File: src/rtl/esc_seq_pkg.sv
package esc_seq_pkg;

  localparam logic [7:0] CH_ESC     = 8'h1B;
  localparam logic [7:0] CH_BRACKET = 8'h5B;
  localparam logic [7:0] KEY_LEFT   = 8'h1C;

  typedef enum logic [1:0] {
    PH_IDLE    = 2'd0,
    PH_BRACKET = 2'd1,
    PH_FINAL   = 2'd2
  } phase_e;

  // Low two bits of a cursor keycode select the closing letter.
  function automatic logic [7:0] arrow_letter(input logic [1:0] sel);
    logic [7:0] r;
    case (sel)
      2'd0:    r = 8'h44;
      2'd1:    r = 8'h43;
      2'd2:    r = 8'h41;
      default: r = 8'h42;
    endcase
    return r;
  endfunction

endpackage

File: src/rtl/esc_key_expand.sv
module esc_key_expand
  import esc_seq_pkg::*;
#(
  parameter int CW = 8
) (
  input  logic          clk,
  input  logic          rst,
  input  logic          take,
  input  logic [CW-1:0] key_code,
  output logic          wr_en,
  output logic [CW-1:0] wr_data,
  output logic          wr_en_nxt
);

  localparam logic [CW-1:0] ARROW_BASE = CW'(KEY_LEFT);

  phase_e        phase_q, phase_n;
  logic          wr_en_q, wr_en_n;
  logic [CW-1:0] data_q, data_n;
  logic [CW-1:0] final_q, final_n;
  logic          is_arrow;
  logic          is_zero;

  assign is_arrow = (key_code[CW-1:2] == ARROW_BASE[CW-1:2]);
  assign is_zero  = (key_code == '0);

  always_comb begin
    wr_en_n = 1'b0;
    data_n  = data_q;
    phase_n = PH_IDLE;
    final_n = final_q;
    case (phase_q)
      PH_BRACKET: begin
        wr_en_n = 1'b1;
        data_n  = CW'(CH_BRACKET);
        phase_n = PH_FINAL;
      end
      PH_FINAL: begin
        wr_en_n = 1'b1;
        data_n  = final_q;
        phase_n = PH_IDLE;
      end
      default: begin
        if (take && !is_zero) begin
          wr_en_n = 1'b1;
          if (is_arrow) begin
            data_n  = CW'(CH_ESC);
            phase_n = PH_BRACKET;
            final_n = CW'(arrow_letter(key_code[1:0]));
          end else begin
            data_n  = key_code;
          end
        end
      end
    endcase
  end

  always_ff @(posedge clk) begin
    if (rst) begin
      phase_q <= PH_IDLE;
      wr_en_q <= 1'b0;
      data_q  <= '0;
      final_q <= '0;
    end else begin
      phase_q <= phase_n;
      wr_en_q <= wr_en_n;
      data_q  <= data_n;
      final_q <= final_n;
    end
  end

  assign wr_en     = wr_en_q;
  assign wr_data   = data_q;
  assign wr_en_nxt = wr_en_n;

  // a keycode is only taken while no expansion is running
  assert_take_when_idle_R2: assert property (@(posedge clk) disable iff (rst)
    take |-> (phase_q == PH_IDLE && !wr_en_q));

  // the bracket always follows the escape character on the next edge
  assert_bracket_after_esc_R5: assert property (@(posedge clk) disable iff (rst)
    (phase_q == PH_BRACKET) |=> (wr_en_q && wr_data == CW'(CH_BRACKET)));

endmodule

File: src/rtl/esc_char_fifo.sv
module esc_char_fifo #(
  parameter int CW    = 8,
  parameter int DEPTH = 4
) (
  input  logic          clk,
  input  logic          rst,
  input  logic          wr_en,
  input  logic [CW-1:0] wr_data,
  input  logic          pop,
  output logic [CW-1:0] head,
  output logic          avail,
  output logic          empty_nxt
);

  localparam int AW = $clog2(DEPTH);
  localparam int PW = AW + 1;

  logic [CW-1:0] mem [DEPTH];
  logic [PW-1:0] rptr_q, wptr_q, rptr_n, wptr_n;
  logic [PW-1:0] count, count_n;
  logic [CW-1:0] head_q, head_n;
  logic          avail_q;
  logic          do_pop;

  assign count  = wptr_q - rptr_q;
  assign do_pop = pop && (count != '0);

  always_comb begin
    rptr_n  = rptr_q + (do_pop ? PW'(1) : PW'(0));
    wptr_n  = wptr_q + (wr_en ? PW'(1) : PW'(0));
    count_n = wptr_n - rptr_n;
    if (wr_en && (wptr_q[AW-1:0] == rptr_n[AW-1:0]))
      head_n = wr_data;
    else
      head_n = mem[rptr_n[AW-1:0]];
  end

  always_ff @(posedge clk) begin
    if (wr_en)
      mem[wptr_q[AW-1:0]] <= wr_data;
  end

  always_ff @(posedge clk) begin
    if (rst) begin
      rptr_q  <= '0;
      wptr_q  <= '0;
      head_q  <= '0;
      avail_q <= 1'b0;
    end else begin
      rptr_q  <= rptr_n;
      wptr_q  <= wptr_n;
      head_q  <= head_n;
      avail_q <= (count_n != '0);
    end
  end

  assign head      = head_q;
  assign avail     = avail_q;
  assign empty_nxt = (count_n == '0);

  // no write ever lands in a full queue
  assert_no_overflow_R8: assert property (@(posedge clk) disable iff (rst)
    wr_en |-> (count < PW'(DEPTH)));

  // occupancy stays at three or below
  assert_max_three_R8: assert property (@(posedge clk) disable iff (rst)
    count <= PW'(3));

  // without a pop the head character holds while the queue is non-empty
  assert_head_stable_R6: assert property (@(posedge clk) disable iff (rst)
    (avail_q && !pop) |=> (avail_q && $stable(head_q)));

endmodule

File: src/rtl/esc_poll_ctl.sv
module esc_poll_ctl (
  input  logic clk,
  input  logic rst,
  input  logic pop,
  input  logic avail,
  input  logic empty_nxt,
  input  logic wr_en_nxt,
  output logic refill_req,
  output logic underflow_err
);

  logic refill_q;
  logic err_q;

  always_ff @(posedge clk) begin
    if (rst) begin
      refill_q <= 1'b1;
      err_q    <= 1'b0;
    end else begin
      refill_q <= empty_nxt && !wr_en_nxt;
      err_q    <= err_q || (pop && !avail);
    end
  end

  assign refill_req    = refill_q;
  assign underflow_err = err_q;

  // the underflow flag is sticky
  assert_err_sticky_R7: assert property (@(posedge clk) disable iff (rst)
    err_q |=> err_q);

endmodule

File: src/rtl/esc_seq_expander.sv
module esc_seq_expander #(
  parameter int CW    = 8,
  parameter int DEPTH = 4
) (
  input  logic          clk,
  input  logic          rst,
  input  logic [CW-1:0] key_code,
  input  logic          key_valid,
  input  logic          pop,
  output logic [CW-1:0] char_out,
  output logic          char_avail,
  output logic          refill_req,
  output logic          underflow_err
);

  logic          take;
  logic          wr_en;
  logic [CW-1:0] wr_data;
  logic          wr_en_nxt;
  logic          empty_nxt;

  assign take = key_valid && refill_req;

  esc_key_expand #(.CW(CW)) i_expand (
    .clk       (clk),
    .rst       (rst),
    .take      (take),
    .key_code  (key_code),
    .wr_en     (wr_en),
    .wr_data   (wr_data),
    .wr_en_nxt (wr_en_nxt)
  );

  esc_char_fifo #(.CW(CW), .DEPTH(DEPTH)) i_fifo (
    .clk       (clk),
    .rst       (rst),
    .wr_en     (wr_en),
    .wr_data   (wr_data),
    .pop       (pop),
    .head      (char_out),
    .avail     (char_avail),
    .empty_nxt (empty_nxt)
  );

  esc_poll_ctl i_ctl (
    .clk           (clk),
    .rst           (rst),
    .pop           (pop),
    .avail         (char_avail),
    .empty_nxt     (empty_nxt),
    .wr_en_nxt     (wr_en_nxt),
    .refill_req    (refill_req),
    .underflow_err (underflow_err)
  );

  // a refill is only requested while no character waits
  assert_refill_only_empty_R2: assert property (@(posedge clk) disable iff (rst)
    refill_req |-> !char_avail);

  // a nonzero keycode withdraws the refill request at once
  assert_refill_drops_R9: assert property (@(posedge clk) disable iff (rst)
    (take && key_code != '0) |=> !refill_req);

  // a pop on an empty queue raises the error flag
  assert_underflow_flag_R7: assert property (@(posedge clk) disable iff (rst)
    (pop && !char_avail) |=> underflow_err);

  // a plain keycode appears at the head two edges after it is taken
  assert_plain_latency_R3: assert property (@(posedge clk) disable iff (rst)
    (take && key_code != '0 && key_code[CW-1:2] != 6'h07)
      |-> ##2 (char_avail && char_out == $past(key_code, 2)));

endmodule

File: config.mk
export PLATFORM = sky130hd
export DESIGN_NAME = esc_seq_expander
export DESIGN_NICKNAME = d
export VERILOG_FILES = /design/src/rtl/esc_seq_pkg.sv /design/src/rtl/esc_key_expand.sv /design/src/rtl/esc_char_fifo.sv /design/src/rtl/esc_poll_ctl.sv /design/src/rtl/esc_seq_expander.sv
export SDC_FILE = /design/constraint.sdc
export NUM_CORES = 1
export LEC_CHECK = 0
export CELL_PAD_IN_SITES_DETAIL_PLACEMENT = 0
export CELL_PAD_IN_SITES_GLOBAL_PLACEMENT = 1
export CORE_ASPECT_RATIO = 0.8
export CORE_MARGIN = 2
export CORE_UTILIZATION = 30
export CTS_BUF_LIST = sky130_fd_sc_hd__clkbuf_4
export CTS_CLUSTER_SIZE = 8
export DETAILED_ROUTE_END_ITERATION = 8
export PLACE_DENSITY_LB_ADDON = 0.05
export SLEW_MARGIN = 0
export SYNTH_ARGS = -nofsm -noshare
export SYNTH_HDL_FRONTEND = slang
export SYNTH_SLANG_ARGS = --single-unit
File: constraint.sdc
create_clock -name clk -period 3.1 [get_ports clk]
set_input_delay 0.62 -clock clk [delete_from_list [all_inputs] [get_ports clk]]
set_output_delay 0.62 -clock clk [all_outputs]
set_load 0.005 [all_outputs]
* Word-level counts from Yosys, hierarchy flattened
Memories as Yosys holds them, arrays and structs flattened. A register that Yosys moved wholly into a read port is not among the register bits. Index checks and enable logic that the tools add are counted. W data, S select, Z words.
Cells by class: add/subtract/negate cells 4, multiply operators 0, div/mod/pow operators 0, magnitude comparators 0, equal/unequal tests 5, shift-type cells 0, mux-type cells 13, bitwise logic cells 1, reduce and logical (&&, ||, !) cells 17
Operators by type and width (number):
- $mux W8 | 2
- $pmux W8 S2 | 1
- $pmux W3 S3 | 1
- $reduce_bool A3 Y1 | 3
- $logic_not A8 Y1 | 1
- $mux W1 | 7
- $add A3 B3 Y3 | 2
- $eq A6 B3 Y1 const B | 1
- $sub A3 B3 Y3 | 2
- $logic_and A1 B1 Y1 | 5
- $eq A2 B1 Y1 const B | 2
- $eq A2 B2 Y1 const B | 2
- $pmux W2 S2 | 1
- $logic_not A1 Y1 | 3
- $logic_not A3 Y1 | 1
- $reduce_and A3 Y1 | 1
- $logic_not A2 Y1 | 1
- $mux W2 | 1
- $reduce_or A2 Y1 | 1
- $logic_or A1 B1 Y1 | 1
- $not A1 Y1 | 1
Word-level totals: register bits 28, bits in latches 0, bits in writable memories 32, bits in read-only memories 0, bits of input ports 12, output and inout bits 11, logic and storage cells 50, memories kept 1
Memory list:
- i_fifo.mem | words 4, bits a word 8, rd ports 1, clocked after memory_dff 1, write ports 1, line esc_char_fifo.sv:18 | logic [CW-1:0] mem [DEPTH];

* Depth between registers and ports, before layout
Gate-level depths: netlist of run 1.
depth after elaboration 8, depth in mapped cells 14, depth with buffers taken out 13

* Hierarchy
Synthesis of run 1 repeated with hierarchy kept, for this count alone.
Second synthesis, totals: cells, all modules 203, area, all modules 2730.1 um^2
Modules (own cells, without submodules):
- esc_char_fifo | instances 1, cells an instance 108, area each 1890.6 um^2, sequential area each 1261.2 um^2
- esc_key_expand | instances 1, cells an instance 87, area each 763.2 um^2, sequential area each 300.3 um^2
- esc_poll_ctl | instances 1, cells an instance 7, area each 70.1 um^2, sequential area each 40.0 um^2
- esc_seq_expander | instances 1, cells an instance 1, area each 6.3 um^2, sequential area each 0.0 um^2

* Worst setup path before layout of run 1
No wires, ideal clock.
kind register to register, start register i_fifo.wptr_q[0], end register i_ctl.refill_q (netlist: i_ctl.refill_req), library setup time 0.119 ns, data arrival time 2.565 ns, required time 2.981 ns, slack 0.416 ns, cell stages (with the launch flop) 15, path buffers 1, period minus slack after synthesis 2.684 ns, path through dfxtp_1 > inv_1 > ha_1 > nor2b_1 > xnor2_1 > a31oi_1 > ha_1 > ha_1 > buf_2 > inv_1 > ha_1 > nor2b_1 > xnor3_1 > a31oi_1 > nor2_1
Between the ends: cells in the longest elaborated chain, start to end 8, elaborated cells between the ends (all ways) 9, those cells by class 4 x add/sub; 1 x mux; 4 x reduce/logical
RTL lines:
- from (decl) | line esc_char_fifo.sv:19 | logic [PW-1:0] rptr_q, wptr_q, rptr_n, wptr_n;
- from (signal assigned) | line esc_char_fifo.sv:51 | wptr_q <= wptr_n;
- $sub A3 B3 Y3 | line esc_char_fifo.sv:25 | assign count = wptr_q - rptr_q;
- $reduce_bool A3 Y1 | line esc_char_fifo.sv:26 | assign do_pop = pop && (count != '0);
- $logic_and A1 B1 Y1 | line esc_char_fifo.sv:26
- $mux W1 | line esc_char_fifo.sv:29 | rptr_n = rptr_q + (do_pop ? PW'(1) : PW'(0));
- $add A3 B3 Y3 | line esc_char_fifo.sv:29
- named net i_fifo.rptr_n[1] | line esc_char_fifo.sv:19
- $sub A3 B3 Y3 | line esc_char_fifo.sv:31 | count_n = wptr_n - rptr_n;
- $logic_not A3 Y1 | line esc_char_fifo.sv:59 | assign empty_nxt = (count_n == '0);
- $logic_and A1 B1 Y1 | line esc_poll_ctl.sv:20 | refill_q <= empty_nxt && !wr_en_nxt;
- to (signal assigned) | line esc_poll_ctl.sv:20
- to (decl) | line esc_poll_ctl.sv:12 | logic refill_q;
The timed path passes the listed nets, and every way through them passes these cells. A chain may end at the register's enable or synchronous reset.

* Worst setup path after layout of run 1
Ends and elaborated chain as after synthesis.

==> flow_summary_export.csv, run 1 <==
group,metric,value,unit
clock_tree,clkTransAtPathRegs,0.10,ns
global_route,grt_pass1_wl,8650,um
job,cap_violations,0,
sta,max_slew_margin,40.8,%
worst_setup_path,critPathArrivalTime,3.05,ns
clock_tree,htreeDepth,3,
placement,dp_hpwl,3740,um
logic_synthesis,synthesis.nets,221,
sta,rsz0062_at_grt,"no",
clock_tree,cts_resized,0,
sta,holdWs,0.479,ns
layout,final_nets,250,
sta,drv_slew,0,
outcome,outcome,"complete, no violations",
hold_path,worstHoldStart,"i_expand.final_q[6]",
clock_tree,cts_buffers,9,
logic_synthesis,yosys_warnings,0,
logic_synthesis,synth-main-ff-cell,"edfxtp_1",
logic_synthesis,synth_top_area_cell,"edfxtp_1",
power,vdd_drop_max,324,uV
clock_tree,ctsHoldBuffers,0,
power,combinationalPowerShare,25.8,%
drt,ant_nets,0,
logic_synthesis,synth-seq-cells,64,
worst_setup_path,cp.required,3.39,ns
worst_setup_path,critical_path_class,"flip-flop to flip-flop",
power,p_per_area,717,nW/um^2
sta,period_share,88.7,%
logic_synthesis,async_reset_ff_share,0,%
global_route,antenna_found_initial,0,
layout,area_delta_synth_final,19.4,%
power,p_leak,1.19,nW
drt,first_iter_violations,51,
global_route,grt_overflow_total,0,
worst_setup_path,reg2reg_slack,0.35,ns
hold_path,min_path_cells,2,
logic_synthesis,synth_edf_count,32,
sta,clock-skew-final,0.0135,ns
placement,port_buffers,22,
logic_synthesis,netlist_area,2620,um^2
logic_synthesis,synth.top_cells.by_area,"edfxtp_1, dfxtp_1, mux4_2, ha_1, mux2i_1",
floorplan,io_pins,23,
floorplan,dieWidth,108,um
worst_setup_path,r2r-end,"i_ctl.refill_req",
layout,drive_gt1_share,13.0,%
clock_tree,clk_path_buf_depth,2,
layout,diodes,0,
sta,hold_viol,0,
layout,design_area,3120,um^2
drt,post_drt_wl_per_cell,15.5,um
placement,gp_congestion,0.760,
clock_tree,cts_tree,"done",
floorplan,start_util,30.8,%
hold_path,holdPathEnd,"i_expand.final_q[6]",
sta,worst_pin_slew,0.885,ns
floorplan,dieArea,9490,um^2
drt,dr.pass1.iters,4,
worst_setup_path,startpoint_type,"flip-flop",
logic_synthesis,synth_seq_area_share,61.2,%
hold_path,hp-class,"flip-flop to flip-flop",
power,intPower,1.65,mW
logic_synthesis,syn_inst,196,
worst_setup_path,r2r_start,"i_fifo.wptr_q[0]",
power,power.share.switching,26.4,%
floorplan,chipHeight,87.5,um
clock_tree,cts_root_buf,"clkbuf_4",
worst_setup_path,endpoint_kind,"flip-flop",
global_route,grt_max_degree,19,
floorplan,coreArea,8480,um^2
floorplan,rows,30,
power,power_frac_clock,27.2,%
clock_tree,clk_latency,0.40,ns
worst_setup_path,reg2reg_depth,13,
drt,drc_errors,0,
layout,fin_util,36.8,%
global_route,grtUsageTotal,12.7,%
global_route,first_global_vias,1718,
sta,fin_crit,2.75,ns
logic_synthesis,synthTopCellsByCount,"dfxtp_1, edfxtp_1, nor2_1",
sta,setup_violations,0,
clock_tree,cts_setup_buffers,0,
power,p_switching,590,uW
drt,drt_wl_total,5290,um
clock_tree,cts_sinks,64,
placement,dpl_cell_area,2970,um^2
logic_synthesis,avgSynthCellArea,13.3,um^2
sta,fin_tns_setup,0,ns
drt,vias_per_cell,4.66,
worst_setup_path,cp_max_fo,6,
sta,clock.fmax,0.364,GHz
power,seqPwrFrac,47.0,%
logic_synthesis,synth_top_cell_area_share,36.7,%
logic_synthesis,synth_cell_types,32,
drt,dr_total_vias,1594,
## critical path: stages (launching register included)
cell     delay (ns)
dfxtp_1        0.45
inv_1          0.09
ha_1           0.20
nor2b_1        0.13
xnor2_1        0.13
a31oi_1        0.10
ha_1           0.19
ha_1           0.32
inv_1          0.07
ha_1           0.19
nor2b_1        0.11
xnor3_1        0.38
a31oi_1        0.21
nor2_1         0.07
## cell families (layout without fill, tap and decap cells)
logic type	count (synthesis)	after routing	synth area share [%]
flip-flops	64	64	61.2
adder cells (fa/ha/maj)	13	13	6.22
buffers and inverters	18	52	2.77
AO/OA/AOI/OAI	26	26	6.50
XOR/XNOR	7	7	2.87
multiplexers	18	18	10.7
AND/OR/NAND/NOR	50	50	9.71
## layer usage
metal  vias to the layer above  share of wire, %  global-route usage, %
li1                        775                 -                      -
met1                       794                46                   15.3
met2                        21                50                   20.6
met3                         4               3.1                   5.09
met4                         0              0.76                   4.55
met5                         -                 0                      0
## state kept, by name, summed over array words and instances (netlist names)
signal,count
i_fifo.rptr_q,3
i_expand.wr_data,8
i_expand.phase_q,2
i_ctl.underflow_err,1
i_fifo.head,8
i_expand.final_q,4
i_ctl.refill_req,1
i_expand.wr_en,1
i_fifo.mem,32
i_fifo.avail,1
i_fifo.wptr_q,3
## worst max-delay path by stage
stage	from	to	slack, ns
2_1_floorplan	i_fifo.wptr_q[0]	i_ctl.refill_req	0.42
3_3_place_gp	pop	i_ctl.refill_req	0.29
3_5_place_dp	pop	i_ctl.refill_req	0.26
4_1_cts	i_fifo.wptr_q[0]	i_ctl.refill_req	0.33
5_1_grt	i_fifo.wptr_q[0]	i_ctl.refill_req	0.13
6_report	i_fifo.wptr_q[0]	i_ctl.refill_req	0.35
## cell type report
| class | count | area [um^2] |
|---|---|---|
| clock buffers | 10 | 75.1 |
| flip-flops and latches | 64 | 1600 |
| well taps | 112 | 140 |
| multi-input cells | 114 | 947 |
| inverters | 11 | 41.3 |
| repair buffers | 25 | 243 |
| fillers | 873 | 5360 |
| clock inverters | 6 | 75.1 |
## metrics by stage
stage	cells	setup slack, ns	power (mW)
floorplan	196	0.416	1.44
global placement	326	0.293	1.66
detailed placement	326	0.263	1.66
CTS	342	0.328	2.28
global route	342	0.132	2.37
finish	342	0.350	2.24
## power groups by stage
stage	clock (mW)	combinational, mW	sequential [mW]
6_report	0.609	0.577	1.05
4_1_cts	0.632	0.590	1.05
2_1_floorplan	0	0.381	1.06
3_3_place_gp	0	0.589	1.07
3_5_place_dp	0	0.589	1.07
5_1_grt	0.661	0.646	1.06
## cells in the final DEF, fill, tap and decap left out, drive strengths merged, types with 5 or more instances in the layout
master         Yosys  routed
clkdlybuf4s50      0      22
dfxtp             32      32
edfxtp            32      32
ha                13      13
nand2              6       6
nand3              7       7
nor2b              5       5
inv               11      11
mux4               8       8
a21oi             14      14
a31oi              5       5
mux2i             10      10
xnor2              5       5
nor2              22      22
clkbuf             4      10
Note: power is estimated with default switching activity, not from simulation.
==> inputs of run 2 (changes only) <==
--- a/config.mk
+++ b/config.mk
@@ -5,13 +5,11 @@
 export SDC_FILE = /design/constraint.sdc
 export NUM_CORES = 1
 export LEC_CHECK = 0
-export CELL_PAD_IN_SITES_DETAIL_PLACEMENT = 0
-export CELL_PAD_IN_SITES_GLOBAL_PLACEMENT = 1
 export CORE_ASPECT_RATIO = 0.8
 export CORE_MARGIN = 2
 export CORE_UTILIZATION = 30
 export CTS_BUF_LIST = sky130_fd_sc_hd__clkbuf_4
-export CTS_CLUSTER_SIZE = 8
+export CTS_CLUSTER_SIZE = 25
 export DETAILED_ROUTE_END_ITERATION = 8
 export PLACE_DENSITY_LB_ADDON = 0.05
 export SLEW_MARGIN = 0
==> flow_summary_export.csv, run 2 (synthesis gave the netlist of run 1 again) <==
group,metric,value,unit
outcome,outcome,"complete, no violations",
floorplan,dieArea,9490,um^2
sta,worst_pin_slew,0.810,ns
layout,drive_gt1_share,15.2,%
sta,fin_crit,2.78,ns
clock_tree,htreeDepth,3,
hold_path,hp-class,"flip-flop to flip-flop",
placement,port_buffers,22,
drt,first_iter_violations,72,
floorplan,dieWidth,108,um
global_route,first_global_vias,1635,
worst_setup_path,r2r-end,"i_ctl.refill_req",
clock_tree,clk_latency,0.40,ns
worst_setup_path,startpoint_type,"flip-flop",
sta,setup_violations,0,
sta,clock.fmax,0.360,GHz
floorplan,coreArea,8480,um^2
drt,dr.pass1.iters,4,
worst_setup_path,reg2reg_slack,0.32,ns
clock_tree,clk_path_buf_depth,2,
layout,largest_register_ff_count,32,
floorplan,rows,30,
layout,fin_util,36.4,%
placement,dp_hpwl,3770,um
worst_setup_path,cp-endpoint,"i_ctl.refill_req",
global_route,grt_max_degree,24,
clock_tree,cts_buffers,9,
layout,final_cell_mix,"dfxtp_1, edfxtp_1, nor2_1, clkdlybuf4s50_1, a21oi_1",
worst_setup_path,critPathArrivalTime,3.05,ns
drt,post_drt_wl_per_cell,15.4,um
worst_setup_path,cp.required,3.38,ns
worst_setup_path,r2r_start,"i_fifo.wptr_q[0]",
sta,clock-skew-final,0.0171,ns
sta,rsz0062_at_grt,"no",
job,cap_violations,0,
clock_tree,cts_resized,0,
drt,drt_wl_total,5290,um
floorplan,io_pins,23,
global_route,grt_overflow_total,0,
layout,area_delta_synth_final,18.2,%
drt,dr_total_vias,1597,
worst_setup_path,reg2reg_depth,13,
floorplan,chipHeight,87.5,um
global_route,antenna_found_initial,0,
clock_tree,cts_tree,"done",
sta,fin_tns_setup,0,ns
sta,hold_viol,0,
worst_setup_path,cp_max_fo,6,
clock_tree,cts_sinks,64,
sta,max_slew_margin,45.7,%
worst_setup_path,endpoint_kind,"flip-flop",
drt,vias_per_cell,4.66,
power,vdd_drop_max,207,uV
drt,ant_nets,0,
clock_tree,cts_setup_buffers,0,
power,p_leak,1.18,nW
sta,period_share,89.5,%
global_route,grtUsageTotal,12.5,%
clock_tree,clkTransAtPathRegs,0.11,ns
sta,drv_slew,0,
global_route,grt_pass1_wl,8580,um
layout,diodes,0,
clock_tree,cts_root_buf,"clkbuf_4",
floorplan,start_util,30.8,%
layout,final_nets,251,
worst_setup_path,crit_start,"i_fifo.wptr_q[0]",
placement,gp_congestion,0.737,
clock_tree,ctsHoldBuffers,0,
power,p_per_area,685,nW/um^2
drt,drc_errors,0,
worst_setup_path,critical_path_class,"flip-flop to flip-flop",
run 2: changes by cell type in the layout (fill, tap and decap cells not counted), sizes merged:
cell and delta:
clkinv +1, bufinv -2, clkinvlp +1, buf +1
run 2: routing by layer:
| metal | up-vias | routed length, um | global-route usage (%) |
|---|---|---|---|
| met4 | 0 | 29 | 3.50 |
| li1 | 774 | - | - |
| met3 | 2 | 209 | 5.09 |
| met5 | - | 0 | 0 |
| met2 | 29 | 2500 | 19.4 |
| met1 | 792 | 2550 | 16.1 |
run 2: worst min path at each step:
| stage | startpoint | to | slack, ns | cells past startpoint |
|---|---|---|---|---|
| after floorplan | i_expand.final_q[6] | i_expand.final_q[6] | 0.43 | 2 |
| after global placement | i_expand.final_q[6] | i_expand.final_q[6] | 0.44 | 2 |
| after detailed placement | i_expand.final_q[6] | i_expand.final_q[6] | 0.44 | 2 |
| after CTS | i_expand.final_q[6] | i_expand.final_q[6] | 0.46 | 2 |
| after global routing | i_expand.final_q[6] | i_expand.final_q[6] | 0.48 | 2 |
| final | i_expand.final_q[6] | i_expand.final_q[6] | 0.46 | 2 |
run 2: worst max-delay path, cell delays in order (launching register included):
cell and delay (ns):
dfxtp_1 0.44, inv_1 0.09, ha_1 0.19, nor2b_1 0.13, xnor2_1 0.14, a31oi_1 0.10, ha_1 0.18, ha_1 0.32
inv_1 0.07, ha_1 0.20, nor2b_1 0.11, xnor3_1 0.38, a31oi_1 0.23, nor2_1 0.08
run 2: where the power goes:
group | total [mW] | internal (mW) | switching, mW
clock network | 0.472 | 0.170 | 0.302
registers | 1.05 | 0.992 | 0.0598
logic | 0.595 | 0.340 | 0.255
total | 2.12 | 1.50 | 0.617
run 2: layout make-up:
cell class / instances / area (um^2)
timing repair buffer: 26 / 250
multi-input combinational: 114 / 947
clock inverter: 6 / 36.3
sequential: 64 / 1600
inverter: 11 / 41.3
fill: 875 / 5390
clock buffer: 10 / 75.1
tap: 112 / 140
run 2: through the flow:
step / instance area [um^2] / std cells / setup WS [ns] / hold WS [ns] / power [mW]
after global routing: 3090 / 343 / 0.0608 / 0.482 / 2.26
final: 3090 / 343 / 0.325 / 0.459 / 2.12
after CTS: 3090 / 343 / 0.296 / 0.462 / 2.16
after global placement: 2980 / 327 / 0.342 / 0.443 / 1.67
after detailed placement: 2980 / 327 / 0.254 / 0.444 / 1.68
after floorplan: 2620 / 196 / 0.416 / 0.426 / 1.44
==> inputs of run 3 (changes only) <==
--- a/config.mk
+++ b/config.mk
@@ -9,7 +9,7 @@
 export CORE_MARGIN = 2
 export CORE_UTILIZATION = 30
 export CTS_BUF_LIST = sky130_fd_sc_hd__clkbuf_4
-export CTS_CLUSTER_SIZE = 25
+export CTS_CLUSTER_SIZE = 24
 export DETAILED_ROUTE_END_ITERATION = 8
 export PLACE_DENSITY_LB_ADDON = 0.05
 export SLEW_MARGIN = 0
==> results of run 3 <==
No change in the layout: final DEF, timing and power equal those of run 2.
